--- src/rtl/af_pkg.sv ---
package af_pkg;

  localparam int MODE_PROMISC = 0;
  localparam int MODE_BCDIS   = 1;
  localparam int MODE_HASHEN  = 2;
  localparam int MODE_UC_LSB  = 8;

  localparam logic [3:0] RSN_NONE    = 4'b0000;
  localparam logic [3:0] RSN_EXACT   = 4'b0001;
  localparam logic [3:0] RSN_HASH    = 4'b0010;
  localparam logic [3:0] RSN_BCAST   = 4'b0100;
  localparam logic [3:0] RSN_PROMISC = 4'b1000;

  typedef struct packed {
    logic       slotLoWr;
    logic       slotHiWr;
    logic [7:0] slotSel;
    logic       hashLoWr;
    logic       hashHiWr;
    logic       modeWr;
    logic       capture;
  } afStrobes_t;

endpackage

--- src/rtl/af_ctrl.sv ---
module af_ctrl
  import af_pkg::*;
#(
  parameter int NUM_SLOTS = 8,
  parameter int ADDR_W    = 5
) (
  input  logic              wrEn,
  input  logic [ADDR_W-1:0] wrAddr,
  input  logic              addrValid,
  output afStrobes_t        strb
);

  localparam int SLOT_WORDS = 2 * NUM_SLOTS;
  localparam int HASH_LO_A  = SLOT_WORDS;
  localparam int HASH_HI_A  = SLOT_WORDS + 1;
  localparam int MODE_A     = SLOT_WORDS + 2;

  always_comb begin
    strb          = '0;
    strb.capture  = addrValid;
    strb.slotSel  = 8'(wrAddr >> 1);
    if (wrEn) begin
      if (int'(wrAddr) < SLOT_WORDS) begin
        strb.slotLoWr = ~wrAddr[0];
        strb.slotHiWr = wrAddr[0];
      end else if (int'(wrAddr) == HASH_LO_A) begin
        strb.hashLoWr = 1'b1;
      end else if (int'(wrAddr) == HASH_HI_A) begin
        strb.hashHiWr = 1'b1;
      end else if (int'(wrAddr) == MODE_A) begin
        strb.modeWr = 1'b1;
      end
    end
  end

endmodule

--- src/rtl/af_datapath.sv ---
module af_datapath
  import af_pkg::*;
#(
  parameter int NUM_SLOTS = 8
) (
  input  logic        clk,
  input  logic        rst,
  input  afStrobes_t  strb,
  input  logic [31:0] wrData,
  input  logic [47:0] dstAddr,
  output logic        decValid,
  output logic        accept,
  output logic [3:0]  reason
);

  localparam int UC_W = $clog2(NUM_SLOTS + 1);

  function automatic logic [47:0] foldMask(input int pos);
    logic [47:0] m;
    m = '0;
    for (int j = 0; j < 48; j++) m[j] = ((j % 6) == pos);
    return m;
  endfunction

  logic [31:0]          slotLo [NUM_SLOTS];
  logic [15:0]          slotHi [NUM_SLOTS];
  logic [NUM_SLOTS-1:0] armed;
  logic [NUM_SLOTS-1:0] slotHit;
  logic [63:0]          hashTbl;
  logic                 promisc, bcDis, hashEn;
  logic [UC_W-1:0]      ucCount;
  logic [UC_W-1:0]      ucReq;
  logic [5:0]           hashIdx;
  logic                 isBcast, isGroup, hashHit;
  logic [3:0]           nxtReason;

  for (genvar s = 0; s < NUM_SLOTS; s++) begin : g_slot
    always_ff @(posedge clk) begin
      if (rst) begin
        slotLo[s] <= '0;
        slotHi[s] <= '0;
        armed[s]  <= 1'b0;
      end else if (int'(strb.slotSel) == s) begin
        if (strb.slotLoWr) begin
          slotLo[s] <= wrData;
          armed[s]  <= 1'b0;
        end
        if (strb.slotHiWr) begin
          slotHi[s] <= wrData[15:0];
          armed[s]  <= 1'b1;
        end
      end
    end

    assign slotHit[s] = armed[s] &&
                        (slotLo[s] == dstAddr[31:0]) &&
                        (slotHi[s] == dstAddr[47:32]) &&
                        ((UC_W'(s) < ucCount) ? ~isGroup : isGroup);
  end

  for (genvar b = 0; b < 6; b++) begin : g_fold
    assign hashIdx[b] = ^(dstAddr & foldMask(b));
  end

  assign ucReq = wrData[MODE_UC_LSB +: UC_W];

  always_ff @(posedge clk) begin
    if (rst) begin
      hashTbl <= '0;
      promisc <= 1'b0;
      bcDis   <= 1'b0;
      hashEn  <= 1'b0;
      ucCount <= '0;
    end else begin
      if (strb.hashLoWr) hashTbl[31:0]  <= wrData;
      if (strb.hashHiWr) hashTbl[63:32] <= wrData;
      if (strb.modeWr) begin
        promisc <= wrData[MODE_PROMISC];
        bcDis   <= wrData[MODE_BCDIS];
        hashEn  <= wrData[MODE_HASHEN];
        ucCount <= (ucReq > UC_W'(NUM_SLOTS)) ? UC_W'(NUM_SLOTS) : ucReq;
      end
    end
  end

  assign isBcast = &dstAddr;
  assign isGroup = dstAddr[0];
  assign hashHit = hashEn && isGroup && hashTbl[hashIdx];

  always_comb begin
    if (promisc)        nxtReason = RSN_PROMISC;
    else if (isBcast)   nxtReason = bcDis ? RSN_NONE : RSN_BCAST;
    else if (|slotHit)  nxtReason = RSN_EXACT;
    else if (hashHit)   nxtReason = RSN_HASH;
    else                nxtReason = RSN_NONE;
  end

  always_ff @(posedge clk) begin
    if (rst) begin
      decValid <= 1'b0;
      accept   <= 1'b0;
      reason   <= RSN_NONE;
    end else begin
      decValid <= strb.capture;
      accept   <= strb.capture && (nxtReason != RSN_NONE);
      reason   <= strb.capture ? nxtReason : RSN_NONE;
    end
  end

endmodule

--- src/rtl/rx_addr_filter.sv ---
module rx_addr_filter
  import af_pkg::*;
#(
  parameter int NUM_SLOTS = 8,
  localparam int ADDR_W   = $clog2(2 * NUM_SLOTS + 3)
) (
  input  logic              clk,
  input  logic              rst,
  input  logic              wrEn,
  input  logic [ADDR_W-1:0] wrAddr,
  input  logic [31:0]       wrData,
  input  logic              addrValid,
  input  logic [47:0]       dstAddr,
  output logic              decValid,
  output logic              accept,
  output logic [3:0]        reason
);

  afStrobes_t strb;

  af_ctrl #(.NUM_SLOTS(NUM_SLOTS), .ADDR_W(ADDR_W)) u_ctrl (
    .wrEn      (wrEn),
    .wrAddr    (wrAddr),
    .addrValid (addrValid),
    .strb      (strb)
  );

  af_datapath #(.NUM_SLOTS(NUM_SLOTS)) u_dp (
    .clk      (clk),
    .rst      (rst),
    .strb     (strb),
    .wrData   (wrData),
    .dstAddr  (dstAddr),
    .decValid (decValid),
    .accept   (accept),
    .reason   (reason)
  );

endmodule

--- config.mk ---
export PLATFORM = sky130hd
export DESIGN_NAME = rx_addr_filter
export DESIGN_NICKNAME = d
export VERILOG_FILES = /design/src/rtl/af_pkg.sv /design/src/rtl/af_ctrl.sv /design/src/rtl/af_datapath.sv /design/src/rtl/rx_addr_filter.sv
export SDC_FILE = /design/constraint.sdc
export NUM_CORES = 1
export LEC_CHECK = 0
export ABC_AREA = 1
export BUFFER_PORTS_ARGS = -buffer_cell sky130_fd_sc_hd__buf_2
export CORE_UTILIZATION = 50
export CTS_BUF_LIST = sky130_fd_sc_hd__clkbuf_4 sky130_fd_sc_hd__clkbuf_8
export CTS_CLUSTER_SIZE = 10
export DETAILED_ROUTE_END_ITERATION = 7
export PLACE_DENSITY_LB_ADDON = 0.08
export SLEW_MARGIN = 20
export SYNTH_ARGS = -nofsm -noshare
export SYNTH_HDL_FRONTEND = slang
export SYNTH_SLANG_ARGS = --single-unit
--- constraint.sdc ---
create_clock -name clk -period 4.4 [get_ports clk]
set_clock_uncertainty 0.05 [all_clocks]
set_input_delay 0.88 -clock clk [delete_from_list [all_inputs] [get_ports clk]]
set_output_delay 0.88 -clock clk [all_outputs]
set_load 0.05 [all_outputs]
Word-level counts from Yosys, hierarchy flattened
Memory sizes are Yosys's and may differ from the RTL's.
Cells that the tools add are included.
{ "word_totals": {"regBits": 85, "ramBits": 384, "in_bits": 89, "out_inout_bits": 6, "elab_cells": 217, "n_memories": 2} }
{ "classes": {"order_cmp": 11, "eq_ne": 26, "n_mux": 95, "n_bitwise": 19, "reduce_logical": 47} }
{ "memory_table": {"columns": ["name", "depth", "width", "read_ports", "rd_clocked_by_memory_dff", "write_ports", "line", "rtl"], "rows": [
  ["u_dp.slotLo", 8, 32, 8, 0, 8, "af_datapath.sv:25", "logic [31:0] slotLo [NUM_SLOTS];"],
  ["u_dp.slotHi", 8, 16, 8, 0, 8, "af_datapath.sv:26", "logic [15:0] slotHi [NUM_SLOTS];"]
]} }
{ "op_table": {"columns": ["cell", "n"], "rows": [
  ["$reduce_xor 48->1", 6],
  ["$eq 32x32->1", 8],
  ["$mux 32", 8],
  ["$eq 16x16->1", 8],
  ["$mux 16", 8],
  ["$mux 1", 67],
  ["$reduce_and 48->1", 1],
  ["$logic_and 1x1->1", 27],
  ["$eq 4x4->1 const B", 4],
  ["$lt 3x4->1 const A", 4],
  ["$mux 4", 4],
  ["$or 1x1->1", 16],
  ["$reduce_and 2->1", 8],
  ["$eq 5x5->1 const B", 3],
  ["$mux 3", 3],
  ["$eq 4x3->1 const B", 2],
  ["$logic_not 8->1", 1],
  ["$lt 1x4->1 const A", 2],
  ["$lt 2x4->1 const A", 2],
  ["$mux 2", 4],
  ["$reduce_or 8->1", 1],
  ["$lt 6x7->1 const B", 1],
  ["$bmux 1 s6", 1],
  ["$lt 5x5->1 const B", 1],
  ["other kinds (6)", 8]
]} }

Longest topological paths before layout
Gate-level depths: netlist of the first run.
An unclocked memory read counts as a cell.
{ "depth": {"depth_word": 11, "mapped_depth": 18, "ltp_nobuf": 18} }

Modules after synthesis
From an unflattened synthesis of the first run, not the netlist that was laid out.
{ "unflattened": {"hier_cells": 2441, "hier_area_um2": 22898.2} }
{ "by_module_without_submodules": {"columns": ["mod", "n_inst", "cells_per_inst", "area_each_um2", "seq_area_each_um2"], "rows": [
  ["af_datapath", 1, 2416, 22766.8, 13232.7],
  ["af_ctrl", 1, 25, 131.4, 0.0]
]} }

Worst setup path after synthesis of the first run
Ideal clock, no wire load.
{ "synth_path": {"path_kind": "input-to-reg", "startpoint": "in wrAddr[3]", "endpoint": "mem u_dp.slotLo[5][0] (netlist: u_dp.slotLo[1][32]) (enable)", "setup_ns": 0.468, "arrival_time_ns": 3.653, "required_ns": 3.882, "slack_ns": 0.229, "cell_stages": 6, "n_path_buf": 0, "path_cell_list": "inv_1 > nor2_1 > inv_1 > nor2_1 > nand2_1 > o21ai_0"} }
{ "synth_rtl": {"columns": ["element", "line", "rtl"], "rows": [
  ["from (decl)", "rx_addr_filter.sv:10", "input logic [ADDR_W-1:0] wrAddr,"],
  ["to (decl)", "af_datapath.sv:25", null]
]} }

Final worst setup path of the first run
{ "layout_path": {"startpoint": "in dstAddr[7]", "endpoint": "reg u_dp.accept"} }
{ "layout_between": {"elab_chain_len": 10, "elab_cells_between_ends": 44, "classes_between": "eq/ne (8); mux (6); reduce/logical (30)"} }
{ "layout_lines": {"columns": ["element", "line", "rtl"], "rows": [
  ["from (decl)", "rx_addr_filter.sv:13", "input logic [47:0] dstAddr,"],
  ["$reduce_xor 48->1 or $eq 32x32->1 (tied branches)", "af_datapath.sv:62, af_datapath.sv:56", null],
  ["$bmux 1 s6 or $logic_and 1x1->1 (tied branches)", "af_datapath.sv:88, af_datapath.sv:55", null],
  ["$mux 1 (implied by the code) or $logic_and 1x1->1 (tied branches)", "af_datapath.sv:88, af_datapath.sv:56", null],
  ["$logic_and 1x1->1, on equally long branches", "af_datapath.sv:88, af_datapath.sv:57", null],
  ["$mux 2 or $reduce_or 8->1 (tied branches)", "af_datapath.sv:94, af_datapath.sv:93", null],
  ["$mux 4", "af_datapath.sv:93", "else if (|slotHit) nxtReason = RSN_EXACT;"],
  ["$mux 4 *", "af_datapath.sv:92", "else if (isBcast) nxtReason = bcDis ? RSN_NONE : RSN_BCAST;"],
  ["$mux 4 *", "af_datapath.sv:91", "if (promisc) nxtReason = RSN_PROMISC;"],
  ["$reduce_bool 4->1 *", "af_datapath.sv:105", "accept <= strb.capture && (nxtReason != RSN_NONE);"],
  ["$logic_and 1x1->1 *", "af_datapath.sv:105", null],
  ["to (signal assigned)", "af_datapath.sv:105", null],
  ["to (decl)", "af_datapath.sv:12", "output logic accept,"]
]} }
Mark *: on every way between the ends. The rest lies on a longest branch, timed or not. The select of a mux whose other input is x is not followed.
A chain may end at the register's enable or synchronous reset.

==> run summary, run 1 <==
The maximum level of the CTS H-tree is 3. The DRC violations left came out at 0. The critical path goes through buf_2, inv_1, nand2_1, nand2_1, xor2_1, inv_1, nand2_1, nand2_2, inv_2, nand3_1, nand3_1, nand3_1, nand3_1, nand3_1, nand3_1, nand2_1.

The startpoint identified for the worst register-to-register timing path is u_dp.ucCount[3]. For this block, the initial DRC count from the detailed router was 3,230. The number of antenna violations at the first check in global routing is 2. Derived from the worst setup path, the maximum achievable clock frequency is between 300 and 400 MHz.

The vertical die dimension came out at 215 um. The Yosys step of the flow raised 0 warnings. Across all register-to-register paths, the minimum setup slack is 1600 ps.

At the worst endpoint, the arrival time is 3660 ps. The number of hold buffers added after CTS is 0. The tree is rooted in a clkbuf_8. The maximum number of pins on one net before global-route repair came out at 44. The area added between synthesis and finish is 12.4%. The placed wire-length estimate came out at 63,200 um.

The sum of negative setup slack is 0 ps. The terminus of the critical flop-to-flop path is u_dp.reason[1]. The end-of-flow core utilization came out at 57.3%. The number of instances resized during post-cts repair is 0.

The count of nets left with antenna violations once routing finished came out at 0. The total track usage came out at between 40% and 50%. The power density relative to cell area is 415 mW/mm2.

The total detailed-routing wirelength is about 96,000 um. The run finished with clean final reports. The overall via count from detail_route came out at 20.1k. Once the floorplan was initialized, standard cells occupied 51.0% of the core. The width of the die came out at 215 um. Headroom to the max-slew limit came out at 19.7%. The congestion estimate from routability-driven global placement came to 0.989. Clock-pin slew was measured on the worst setup and hold paths at about 60 ps. The latest clock arrival within the worst-skew pair came out at slightly below 700 ps. The number of nets produced by synthesis is ~2.5k.

The kind of cell with the highest combined delay along the critical path is simple AND/OR/NAND/NOR gates. The via count of the first global-routing pass came out at 18.7k. The most repeated library cell on the critical path is nand3_1. The synthesized flop and latch total is 469.

The number of distinct library cells after synthesis is 41. The routed length per instance is 30.1 um. The worst-margin pin slew is ~1200 ps. The floorplan die area is 0.0461 mm2. The cell area after technology mapping came out at 0.0226 mm2. The synthesized area per cell is 9.34 um2. The count of buffers inserted at the top-level ports came out at between 90 and 100. The post-route minimum period came out at 3160 ps.

The worst-case IR drop observed on VDD is 243 uV. The worst path buffer plus inverter count came out at 4. Measured in cells, the most critical reg-to-reg path has a length of 15.

The largest individual stage delay along the critical path comes from the cell inv_1. The filler-free cell count of the finished design is roughly 3.2k. The share of synthesized area occupied by flip-flops and latches came out at slightly below 60%. The first global-routing pass estimated 135,000 um of wire. For this run, the post-layout net count is 2,622. The most critical setup path has its startpoint at dstAddr[7]. STA classifies the critical path startpoint as a primary input. The count of endpoints failing hold in the final timing report is 0. The number of cells produced by synthesis came out at 2,424. The CTS tree is done. The tightest min-delay check is of the primary input to flop type.

The number of iterations in the first detailed-routing pass is 6. The maximum clock insertion buffer count is 3. The number of cell rows is 77. The worst stage delay on the critical path came out at 580 ps. The number of sinks on the clock net came out at 469.

At the worst endpoint, the required time is 4900 ps. Buffers inserted during clock tree synthesis total 81. Setup repair after global routing left no endpoint under its margin.

The total placed cells including tap cells came out at slightly above 3k. The via density per instance came out at between 6 and 7. Setup violations remaining at the end of the flow were counted as 0. The setup path with the least slack is of type primary input to flop. In the finished design, the share of the clock period the worst path needs comes to 71.8%. The core footprint came out at 0.0444 mm2. The maximum net fanout on the critical path is 17.

The critical path runs through a total of 16 cells. The post-route netlist has 13.4% of its cells at a drive strength greater than 1. Max-cap violations in this run came to 0.

Following the worst setup path forward leads to its endpoint at u_dp.accept. STA classifies the critical path endpoint as a flop. The number of buffers added for setup after CTS came out at 0. The static leakage came out at between 9 and 10 nW. The final count of pins violating max slew came out at 0. The top-level I/O count is 95. Global routing finished with a remaining overflow of 0.
worst register-to-register path, delay by kind of cell, from the launching register on:
family,cells,cell delay [ps]
flip-flops,1,420
AND/OR/NAND/NOR,12,1960
buffers and inverters,3,290
per-layer routing:
metal | up-vias | track usage, % | share of wire (%)
li1 | 8578 | - | -
met2 | 1656 | 61.8 | 43
met3 | 300 | 10.5 | 14
met1 | 9600 | 56.2 | 37
met4 | 0 | 21.4 | 5.6
met5 | - | 0 | 0
power breakdown:
group | leakage, nW | total, mW | switching (mW) | internal [mW]
combinational | 4.49 | 1.30 | 0.960 | 0.336
sequential | 4.35 | 5.15 | 0.139 | 5.01
clock | 0.862 | 4.12 | 1.88 | 2.23
total | 9.70 | 10.6 | 2.98 | 7.58
how the worst min path moves through the flow:
stage,start,end,cells past startpoint
global route,rst,u_dp.ucCount[1],2
finish,rst,u_dp.ucCount[1],2
global placement,u_dp.promisc,u_dp.reason[2],1
CTS,rst,u_dp.ucCount[1],2
floorplan,u_dp.promisc,u_dp.reason[2],1
detailed placement,u_dp.promisc,u_dp.reason[2],1
layout by cell type, fill, tap and decap left out, drive strengths merged, types with 2 or more instances in the layout:
cell,n
dfxtp,85
o2111ai,10
a211oi,22
or2,17
nor3,12
a21oi,84
a22o,32
nand2,352
xor2,50
edfxtp,384
nor2,555
clkinvlp,4
nand3b,3
buf,165
inv,111
clkbuf,119
a22oi,2
bufinv,2
xnor2,62
o221ai,2
clkinv,58
o21ai,195
o22ai,64
nor4,20
a221oi,22
nand4,47
nand3,113
metrics by stage:
| stage | total power, mW | hold slack (ps) | setup slack (ps) | instance area [um2] |
|---|---|---|---|---|
| after global placement | 6.47 | 383 | 742 | 23800 |
| after floorplan | 5.90 | 364 | 229 | 22600 |
| final | 10.6 | 392 | 1240 | 25400 |
| after detailed placement | 6.47 | 389 | 755 | 23800 |
| after global routing | 10.8 | 398 | 1080 | 25400 |
| after CTS | 10.5 | 348 | 1440 | 25400 |
synth_stat cells (all sizes together):
| cell | count | area [um2] |
|---|---|---|
| o221ai | 2 | 17.5 |
| nor4 | 20 | 131 |
| buf | 67 | 378 |
| a211oi | 22 | 165 |
| clkbuf | 72 | 279 |
| a21oi | 84 | 420 |
| o21ai | 195 | 976 |
| and2 | 1 | 6.26 |
| a221oi | 22 | 193 |
| dfxtp | 85 | 1700 |
| clkinv | 41 | 154 |
| nand4 | 47 | 294 |
| nor3 | 12 | 60.1 |
| o2111ai | 10 | 87.6 |
| nand2 | 352 | 1350 |
| xnor2 | 62 | 543 |
| nor3b | 1 | 7.51 |
| o22ai | 64 | 400 |
| edfxtp | 384 | 11500 |
| nand3 | 113 | 583 |
| nor2 | 555 | 2080 |
| a22o | 32 | 280 |
| nand3b | 3 | 22.5 |
| a22oi | 2 | 15.0 |
| or2 | 17 | 106 |
| o211ai | 1 | 7.51 |
| inv | 108 | 408 |
| xor2 | 50 | 445 |
registers in the layout (all words and copies together) (netlist names), 4 cells and up:
register	cells
u_dp.slotLo	256
u_dp.slotHi	128
u_dp.hashTbl	64
u_dp.armed	8
u_dp.reason	4
u_dp.ucCount	4
kinds of logic after synthesis:
logic type	synth area share, %
AO/OA/AOI/OAI	11.3
buffers and inverters	5.38
XOR/XNOR	4.36
AND/OR/NAND/NOR	20.5
flip-flops	58.4
layout make-up:
cell class | count | area (um2)
clock inverter | 26 | 186
inverter | 149 | 564
clock buffer | 119 | 1450
timing repair buffer | 165 | 1000
sequential | 469 | 13200
tap | 592 | 741
multi-input combinational | 1667 | 8270
antenna | 1 | 2.50
fill | 4050 | 19000
Power figures use the tool's default switching activity.
==> inputs of run 2 (changes only) <==
- ABC_AREA: 1 -> 0
- clock period: 4.4 -> 2.6 ns (I/O delays scaled with it)
==> run 2 against run 1 <==
Worst hold slack worse by 180 ps. Utilization increased by 4.2 points. Highest routed layer unchanged. Non-clock buffer count is 168 higher. Sequential share of layout area decreased by 4.9 points. Via count fell by 14%. Global-route usage down 3.5 points. Die area grew 3.0%. Critical path type is now flop to flop. First-iteration DRC count down 14%. Sequential cell count did not move. Sequential power rose by 68%.
==> run summary, run 2 <==
The run finished with clean final reports. The overall via count from detail_route is 17.4k (-14%). The number of nets produced by synthesis came to 2,085 (-17%). The count of buffers inserted at the top-level ports is 94 (unchanged).

The worst max-slew margin expressed relative to the limit came out at 40.9% (+21 points). In the layout the commonest cells are 387 x and2_1, 384 x edfxtp_1, 224 x xnor2_1. The number of synthesized flops with an enable pin was 384 (unchanged). The max-cap check violation count came out at 0 (unchanged). The number of cell rows came to 78 (+1.3%). The dominant register cell in the synthesized netlist is edfxtp_1. The synthesized flop and latch total is 469 (unchanged). The filler cell count in the final layout is 3,718 (-8.2%). The global-route congestion overflow total was 0 (unchanged). The width of the die came out at 218 um (+1.5%). The number of hold buffers added after CTS is 0 (unchanged).

The vertical die dimension came out at 218 um (+1.5%). The total track usage is 38.0% (-3.5 points). The final estimated routing congestion in global placement came out at 0.940 (-4.9%). and2_1 is the most common cell in the netlist. The number of sinks on the clock net is 469 (unchanged). The critical path data arrival time is 3060 ps (-600 ps).

The effective utilization at floorplan is 51.1% (+0.084 points). The standard cell with the maximum stage delay on the critical path is dfxtp_1. The share of synthesized area occupied by flip-flops and latches came out at 56.7% (-1.7 points). The static leakage is 10.3 nW (+6.6%). The startpoint identified for the worst hold timing path is wrData[23]. The count of synthesis-stage warnings from yosys is 0 (unchanged). Dividing the final minimum period by the clock period gives 97.5%.

The post-route minimum period is 2540 ps. The post-detailed-route count of antenna-violating nets came out at 0 (unchanged). The number of violations reported at the end of detailed-routing iteration 0 came out at 2,773 (-14%).

The commonest non-fill, non-tap cell in the layout is and2_1. The routed length per instance is 30.4 um (+1.1%). The share of the synthesized area in the top cell type came out at 49.4% (-1.5 points). Tracing the worst setup path back leads to its startpoint at u_dp.ucCount[2].

The cell area after technology mapping came out at 0.0233 mm2 (+3.0%). The area added between synthesis and finish is 20.4%. The number of flip-flops in the largest register is 256 (unchanged). The worst vdd rail ir drop came out at 400 uV (+65%). Timing would allow up to 394 MHz. Setup repair after global routing left no endpoint under its margin. The latest clock arrival within the worst-skew pair came out at 690 ps (about the same). The via density per instance came out at 5.93 (-6.2%).

The top-level I/O count was 95 (unchanged). The count of endpoints failing hold in the final timing report is 0 (unchanged). The leading area contributor after synthesis is edfxtp_1.

The count of endpoints failing setup in the final report came to 0 (unchanged). The final count of pins violating max slew is 0 (unchanged). The worst-margin pin slew came out at 887 ps (-311 ps). STA classifies the critical path endpoint as a flop.

The critical path required time is 3130 ps (-1770 ps). The share of synthesized flip-flops with an asynchronous set or reset was 0% (unchanged). By area the synthesized netlist is led by edfxtp_1 49%, and2_1 10%, xnor2_1 8.6%.

The maximum net fanout on the critical path was 5 (-12). The final standard cell area without fillers is 0.0281 mm2 (+10%). The number of distinct library cells after synthesis came out at 66 (+61%). The maximum number of pins on one net before global-route repair is 65 (+48%). The pre-CTS setup slack is -589 ps (-1340 ps). The maximum clock insertion buffer count is 3 (unchanged). The total detailed-routing wirelength is 89,200 um (-7.0%). The net count of the finished layout is 2,361 (-10%).

The number of antenna violations at the first check in global routing is 12 (+10). Among cell families on the critical path, the largest total delay comes from compound AO/OA/AOI/OAI gates. The final critical-path setup slack came out at 64.4 ps (-1180 ps). The placed wire-length estimate is 59,000 um (-6.7%).

The number of buffers added by the clock tree synthesis step is 79 (-2.5%). The CTS tree is done. The power density relative to cell area is 642 mW/mm2 (+55%). The placed cell area is 0.0264 mm2 (+11%).

The maximum level of the CTS H-tree is 3 (unchanged). The worst hold path belongs to the class primary input to flop. The DRC violations left came out at 0 (unchanged). The clock edge transition at the registers on the reported setup and hold paths came to 70 ps (about the same). The worst setup path is launched from a flop. The largest registers in the layout are u_dp.slotLo: 256 flops, u_dp.slotHi: 128 flops, u_dp.hashTbl: 64 flops. The share of layout cells above drive strength 1 came out at 22.1% (+8.7 points). The core footprint is 0.0457 mm2 (+2.8%). The via count of the first global-routing pass is 16.6k (-11%). The number of iterations in the first detailed-routing pass came out at 6 (unchanged). By count the netlist is led by 387 x and2_1, 384 x edfxtp_1, 228 x xnor2_1, 160 x nand2_1, 151 x xor2_1. The worst stage delay on the critical path is 360 ps (-220 ps).

The synthesized area per cell is 11.7 um2 (+25%). The worst setup path is of the flop to flop kind. The floorplan die area is 0.0475 mm2 (+3.0%).

The signal on the critical path passes through a211oi_1, o22ai_1, o2111ai_1, nor4_1, buf_4, a32o_2, nor4_4, nand4_1, o31ai_2. The worst path buffer plus inverter count is 1 (-3). The root buffer cell is clkbuf_8. More flip-flops sit in one register than any other, and that register is u_dp.slotLo. The number of cells produced by synthesis came out at 1,996 (-18%). The worst register-to-register path begins at u_dp.ucCount[2]. The wire length of the first global-routing pass came out at 124,000 um (-8.5%).
run 2: final timing paths:
| path | endpoint | slack [ps] | depth (start not counted) |
|---|---|---|---|
| hold reg to reg | u_dp.armed[2] | 400 | 2 |
| setup reg to reg | u_dp.accept | 60 | 9 |
| hold / removal | u_dp.hashTbl[55] | 210 | 3 |
| setup / recovery | u_dp.accept | 60 | 9 |
run 2: cell type report:
class | count | area (um2) | area share, %
clock inverters | 13 | 66.3 | 0.236
diodes | 1 | 2.50 | 0.00891
flip-flops and latches | 469 | 13200 | 47.1
repair buffers | 333 | 2930 | 10.4
inverters | 40 | 150 | 0.535
clock buffers | 129 | 1490 | 5.32
well taps | 600 | 751 | 2.67
multi-input cells | 1349 | 9460 | 33.7
run 2: worst min-delay path, stage by stage:
cell,delay [ps]
buf_2,200
nand2_1,90
a21oi_1,60
run 2: stage by stage:
stage | TNS, ps | util, % | power, mW | hold WS [ps] | cells
4_1_cts | 0 | 61.3 | 18.0 | 170 | 2932
3_5_place_dp | -1520 | 57.9 | 11.4 | 394 | 2790
6_report | 0 | 61.5 | 18.0 | 208 | 2934
5_1_grt | 0 | 61.5 | 18.5 | 209 | 2933
3_3_place_gp | -1480 | 57.9 | 11.4 | 389 | 2790
2_1_floorplan | -150 | - | 10.1 | 371 | 1996
run 2: kinds of logic after synthesis:
group                     count (synthesis)  share of synthesized area [%]
xor gates and xnor gates                386                           14.9
muxes                                    24                           1.93
AOI/OAI and AO/OA                       150                           4.14
buffers and inverters                   178                           3.40
and+or+nand+nor                         789                           18.9
DFF                                     469                           56.7
run 2: what timing repair did:
item / CTS / global route
setup buffers: 0 / 1
resized for setup: 0 / 11
setup endpoints to repair: 0 / 3
run 2: power by group:
part	internal [mW]	switching (mW)	total, mW
combinational	1.11	1.63	2.75
sequential	8.47	0.167	8.64
clock	3.61	3.04	6.66
run 2: per-layer routing:
layer,wire length (um),vias up,GRT usage [%]
li1,-,7416,-
met1,35100,8615,53.0
met2,40400,1150,59.1
met3,9990,208,6.53
met4,3730,0,15.0
met5,0,-,0
==> inputs of run 3 (changes only) <==
- SYNTH_HIERARCHICAL: not set -> 1
==> run 3 against run 2 <==
Utilization grew 2.2 points. Global-route usage grew 6.2 points. Worst hold slack lost 120 ps. Sequential cell count is the same. Non-clock buffer count grew 150. Die area grew 7.6%. Setup slack lost 100 ps. Sequential power is essentially flat. The run now ends with setup timing left. Via count grew 22%. First-iteration DRC count shrank 4.5%.
==> run summary, run 3 <==
The CTS tree is done. The share of the clock period used by the worst path after layout came to 101% (+3.9 points). The DRC violations left is 0 (unchanged).

The total detailed-routing wirelength was 113,000 um (+26%). The count of synthesis-stage warnings from yosys is 6 (+6). The clock edge transition at the registers on the reported setup and hold paths came to 60 ps (about the same). The static leakage came out at 11.8 nW (+15%). The number of cells produced by synthesis is 2,242 (+12%). The register-to-register setup slack is -10 ps (-70 ps). In the final layout, the registers with the most flip-flops are u_dp/slotLo: 256 flops, u_dp/slotHi: 128 flops, u_dp/hashTbl: 64 flops.

The overall via count from detail_route came out at 21.1k (+22%). Broken down by cell family, the worst path's largest delay share belongs to multiplexers. The net count of the finished layout is 2,758 (+17%). The core footprint is 0.0493 mm2 (+7.8%). The number of iterations in the first detailed-routing pass is 6 (unchanged).

The share of total power in sequential cells is 44.2% (-3.7 points). The power density relative to cell area is 622 mW/mm2 (-3.2%). The worst register-to-register path ends at u_dp/accept. The cell area after technology mapping came out at 0.0251 mm2 (+7.7%). The final estimated routing congestion in global placement came out at 1.05 (+11%). In this run the clock root is driven by a clkbuf_8. The max-cap check violation count came out at 0 (unchanged). The maximum clock insertion buffer count is 3 (unchanged). The switching component of the power was 5.60 mW (+16%).

The synthesized area per cell came out at 11.2 um2 (-4.1%). The share of synthesized flip-flops with an asynchronous set or reset came out at 0% (unchanged). The number of violations reported at the end of detailed-routing iteration 0 was 2,647 (-4.5%).

The via count of the first global-routing pass came out at 20.2k (+22%). Leaving out fill and tap cells, the most frequent cell in the layout is and2_1. The wire length of the first global-routing pass is 153,000 um (+24%). The critical path data arrival time came to 3140 ps (+80 ps). The number of cell rows is 81 (+3.8%). The end of the worst hold path is u_dp/decValid. The maximum level of the CTS H-tree is 3 (unchanged).

The width of the die came to 226 um (+3.7%). The worst stage delay on the critical path came out at 560 ps (+200 ps). The vertical die dimension came to 226 um (+3.7%).

In this run the most critical hold path is launched from addrValid. The largest total area in the synthesized netlist belongs to edfxtp_1. The total track usage is 44.2% (+6.2 points). Among all cell types in the netlist, the one instantiated most often is and2_1. The number of buffers added by the clock tree synthesis step is 82 (+3.8%). The pre-CTS setup slack came out at -775 ps (-186 ps). The checks that failed: setup timing. The dominant register cell in the synthesized netlist is edfxtp_1. The area added between synthesis and finish came out at 24.8%.

The worst max-slew margin expressed relative to the limit is 34.8% (-6.1 points). The via density per instance came out at 6.20 (+4.6%). The count of endpoints failing setup in the final report is 1 (+1). The final count of pins violating max slew is 0 (unchanged). The post-route minimum period came out at 2640 ps (+103 ps). The floorplan die area was 0.0511 mm2 (+7.6%). The signal on the critical path passes through buf_2, xnor2_2, xnor2_4, xor2_2, buf_6, mux4_1, mux2_4, a22oi_2, o2111ai_2, o211ai_2, a31oi_1.

The share of power burned in combinational logic is 18.4% (+3.2 points). By count the netlist is led by 388 x and2_1, 384 x edfxtp_1, 175 x xor2_1, 174 x xnor2_1, 131 x nor2_1. The number of flip-flops in the largest register is 256 (unchanged). The worst reg2reg path depth is 9 (unchanged). The routed length per instance is 33.0 um (+8.5%). The placed cell area is 0.0293 mm2 (+11%). The critical path required time came out at 3110 ps (-20 ps). The synthesized flop and latch total was 469 (unchanged). The clock group share of total power is 37.4% (+0.5 points). The worst-margin pin slew is 978 ps (+91.2 ps). The startpoint identified for the worst register-to-register timing path is u_dp/slotLo[0][5]. The top cell types in the final layout, fill and taps aside, are 387 x and2_1, 384 x edfxtp_1, 339 x buf_4.

The worst vdd rail ir drop came out at 604 uV (+51%). The worst path buffer plus inverter count is 2 (+1). The internal power summed over all cells is 13.9 mW (+5.3%). The count of buffers inserted at the top-level ports came to 94 (unchanged). The maximum frequency from static timing analysis came out at 379 MHz (-3.9%). The effective utilization at floorplan is 51.0% (-0.075 points). The latest clock arrival within the worst-skew pair came out at 700 ps (about the same). The number of sinks on the clock net came out at 469 (unchanged).

The share of layout cells above drive strength 1 came out at 25.5% (+3.4 points). The placed wire-length estimate is 76,500 um (+30%). The switching power share of the total is 28.7% (+1.9 points).

The final standard cell area without fillers is 0.0313 mm2 (+12%). The total placed cells including tap cells was 3,244 (+16%). The share of synthesized area occupied by flip-flops and latches was 52.7% (-4.0 points).

The class of the most critical setup path is primary input to flop. The flow ran to the end, but the final reports show violations. The maximum net fanout on the critical path is 5 (unchanged). The post-detailed-route count of antenna-violating nets is 0 (unchanged). The final critical-path setup slack is -38.2 ps (-103 ps). The tightest min-delay check is of the primary input to flop type.

u_dp/slotLo holds more flip-flops than any other register. The maximum number of pins on one net before global-route repair is 58 (-11%). Ranked by total cell area, the synthesized netlist is headed by edfxtp_1 46%, and2_1 9.7%, dfxtp_1 6.8%. The sum of negative setup slack is -38.2 ps (-38.2 ps). The global-route congestion overflow total is 0 (unchanged).

The filler-free cell count of the finished design came out at 3,410 (+16%). The share of the synthesized area in the top cell type came to 45.9% (-3.5 points). The number of antenna violations at the first check in global routing came out at 17 (+5).

The number of distinct library cells after synthesis is 76 (+15%). The number of synthesized flops with an enable pin is 384 (unchanged). STA classifies the critical path startpoint as a primary input. The count of endpoints failing hold in the final timing report is 0 (unchanged). The cell depth of the worst hold path is 2 (-1).

The end-of-flow core utilization is 63.6% (+2.2 points). The slowest stage of the critical path belongs to the cell mux4_1. STA classifies the critical path endpoint as a flop. The top-level I/O count is 95 (unchanged).
==> run 3: how the worst max path moves through the flow <==
| stage | depth (start not counted) | slack, ps | start | end |
|---|---|---|---|---|
| CTS | 7 | 1 | u_dp/slotLo[0][37] | u_dp/accept |
| floorplan | 11 | -200 | dstAddr[24] | u_dp/accept |
| finish | 11 | -40 | dstAddr[0] | u_dp/accept |
| detailed placement | 11 | -770 | dstAddr[6] | u_dp/accept |
| global route | 12 | -60 | dstAddr[0] | u_dp/accept |
| global placement | 11 | -780 | dstAddr[6] | u_dp/accept |
==> run 3: cells by family (layout without fill, tap and decap cells) <==
family | count (synthesis) | in the layout | share of synthesized area, %
multiplexers | 101 | 101 | 4.48
flip-flops | 469 | 469 | 52.7
buffers and inverters | 203 | 690 | 3.62
XOR/XNOR | 351 | 351 | 12.3
AO/OA/AOI/OAI | 140 | 140 | 4.15
AND/OR/NAND/NOR | 977 | 977 | 22.8
other | 1 | 18 | 0.0149
==> run 3: power groups by stage <==
stage	logic (mW)	clock network, mW	registers, mW
2_1_floorplan	1.58	0	8.70
3_3_place_gp	3.35	0	8.74
3_5_place_dp	3.35	0	8.76
4_1_cts	3.39	7.35	8.60
5_1_grt	3.65	7.67	8.63
6_report	3.59	7.30	8.61
==> run 3: routing by layer <==
layer	GRT usage, %	share of wire [%]
met3	11.9	12
met2	65.0	43
met5	0	0
met1	57.1	38
met4	29.8	7.2
==> run 3: stage by stage <==
stage | hold WS [ps] | power [mW]
floorplan | 362 | 10.3
global placement | 419 | 12.1
detailed placement | 431 | 12.1
CTS | 56.1 | 19.3
global route | 81.7 | 20.0
finish | 89.2 | 19.5
==> run 3: area by class of cell <==
| class | count | area, um2 |
|---|---|---|
| clock buffers | 115 | 1410 |
| multi-input cells | 1573 | 11300 |
| inverters | 60 | 225 |
| repair buffers | 483 | 3980 |
| clock inverters | 32 | 310 |
| flip-flops and latches | 469 | 13200 |
| fillers | 4025 | 17900 |
| diodes | 14 | 35.0 |
| well taps | 664 | 831 |
==> run 3: repair_timing <==
| item | 4_1_cts | 5_1_grt |
|---|---|---|
| buffers inserted | 0 | 4 |
| hold buffers | 0 | 0 |
| pin swaps | 5 | 15 |
| setup endpoints to repair | 3 | 2 |
| gates resized for setup | 23 | 23 |
| cloned | 0 | 1 |
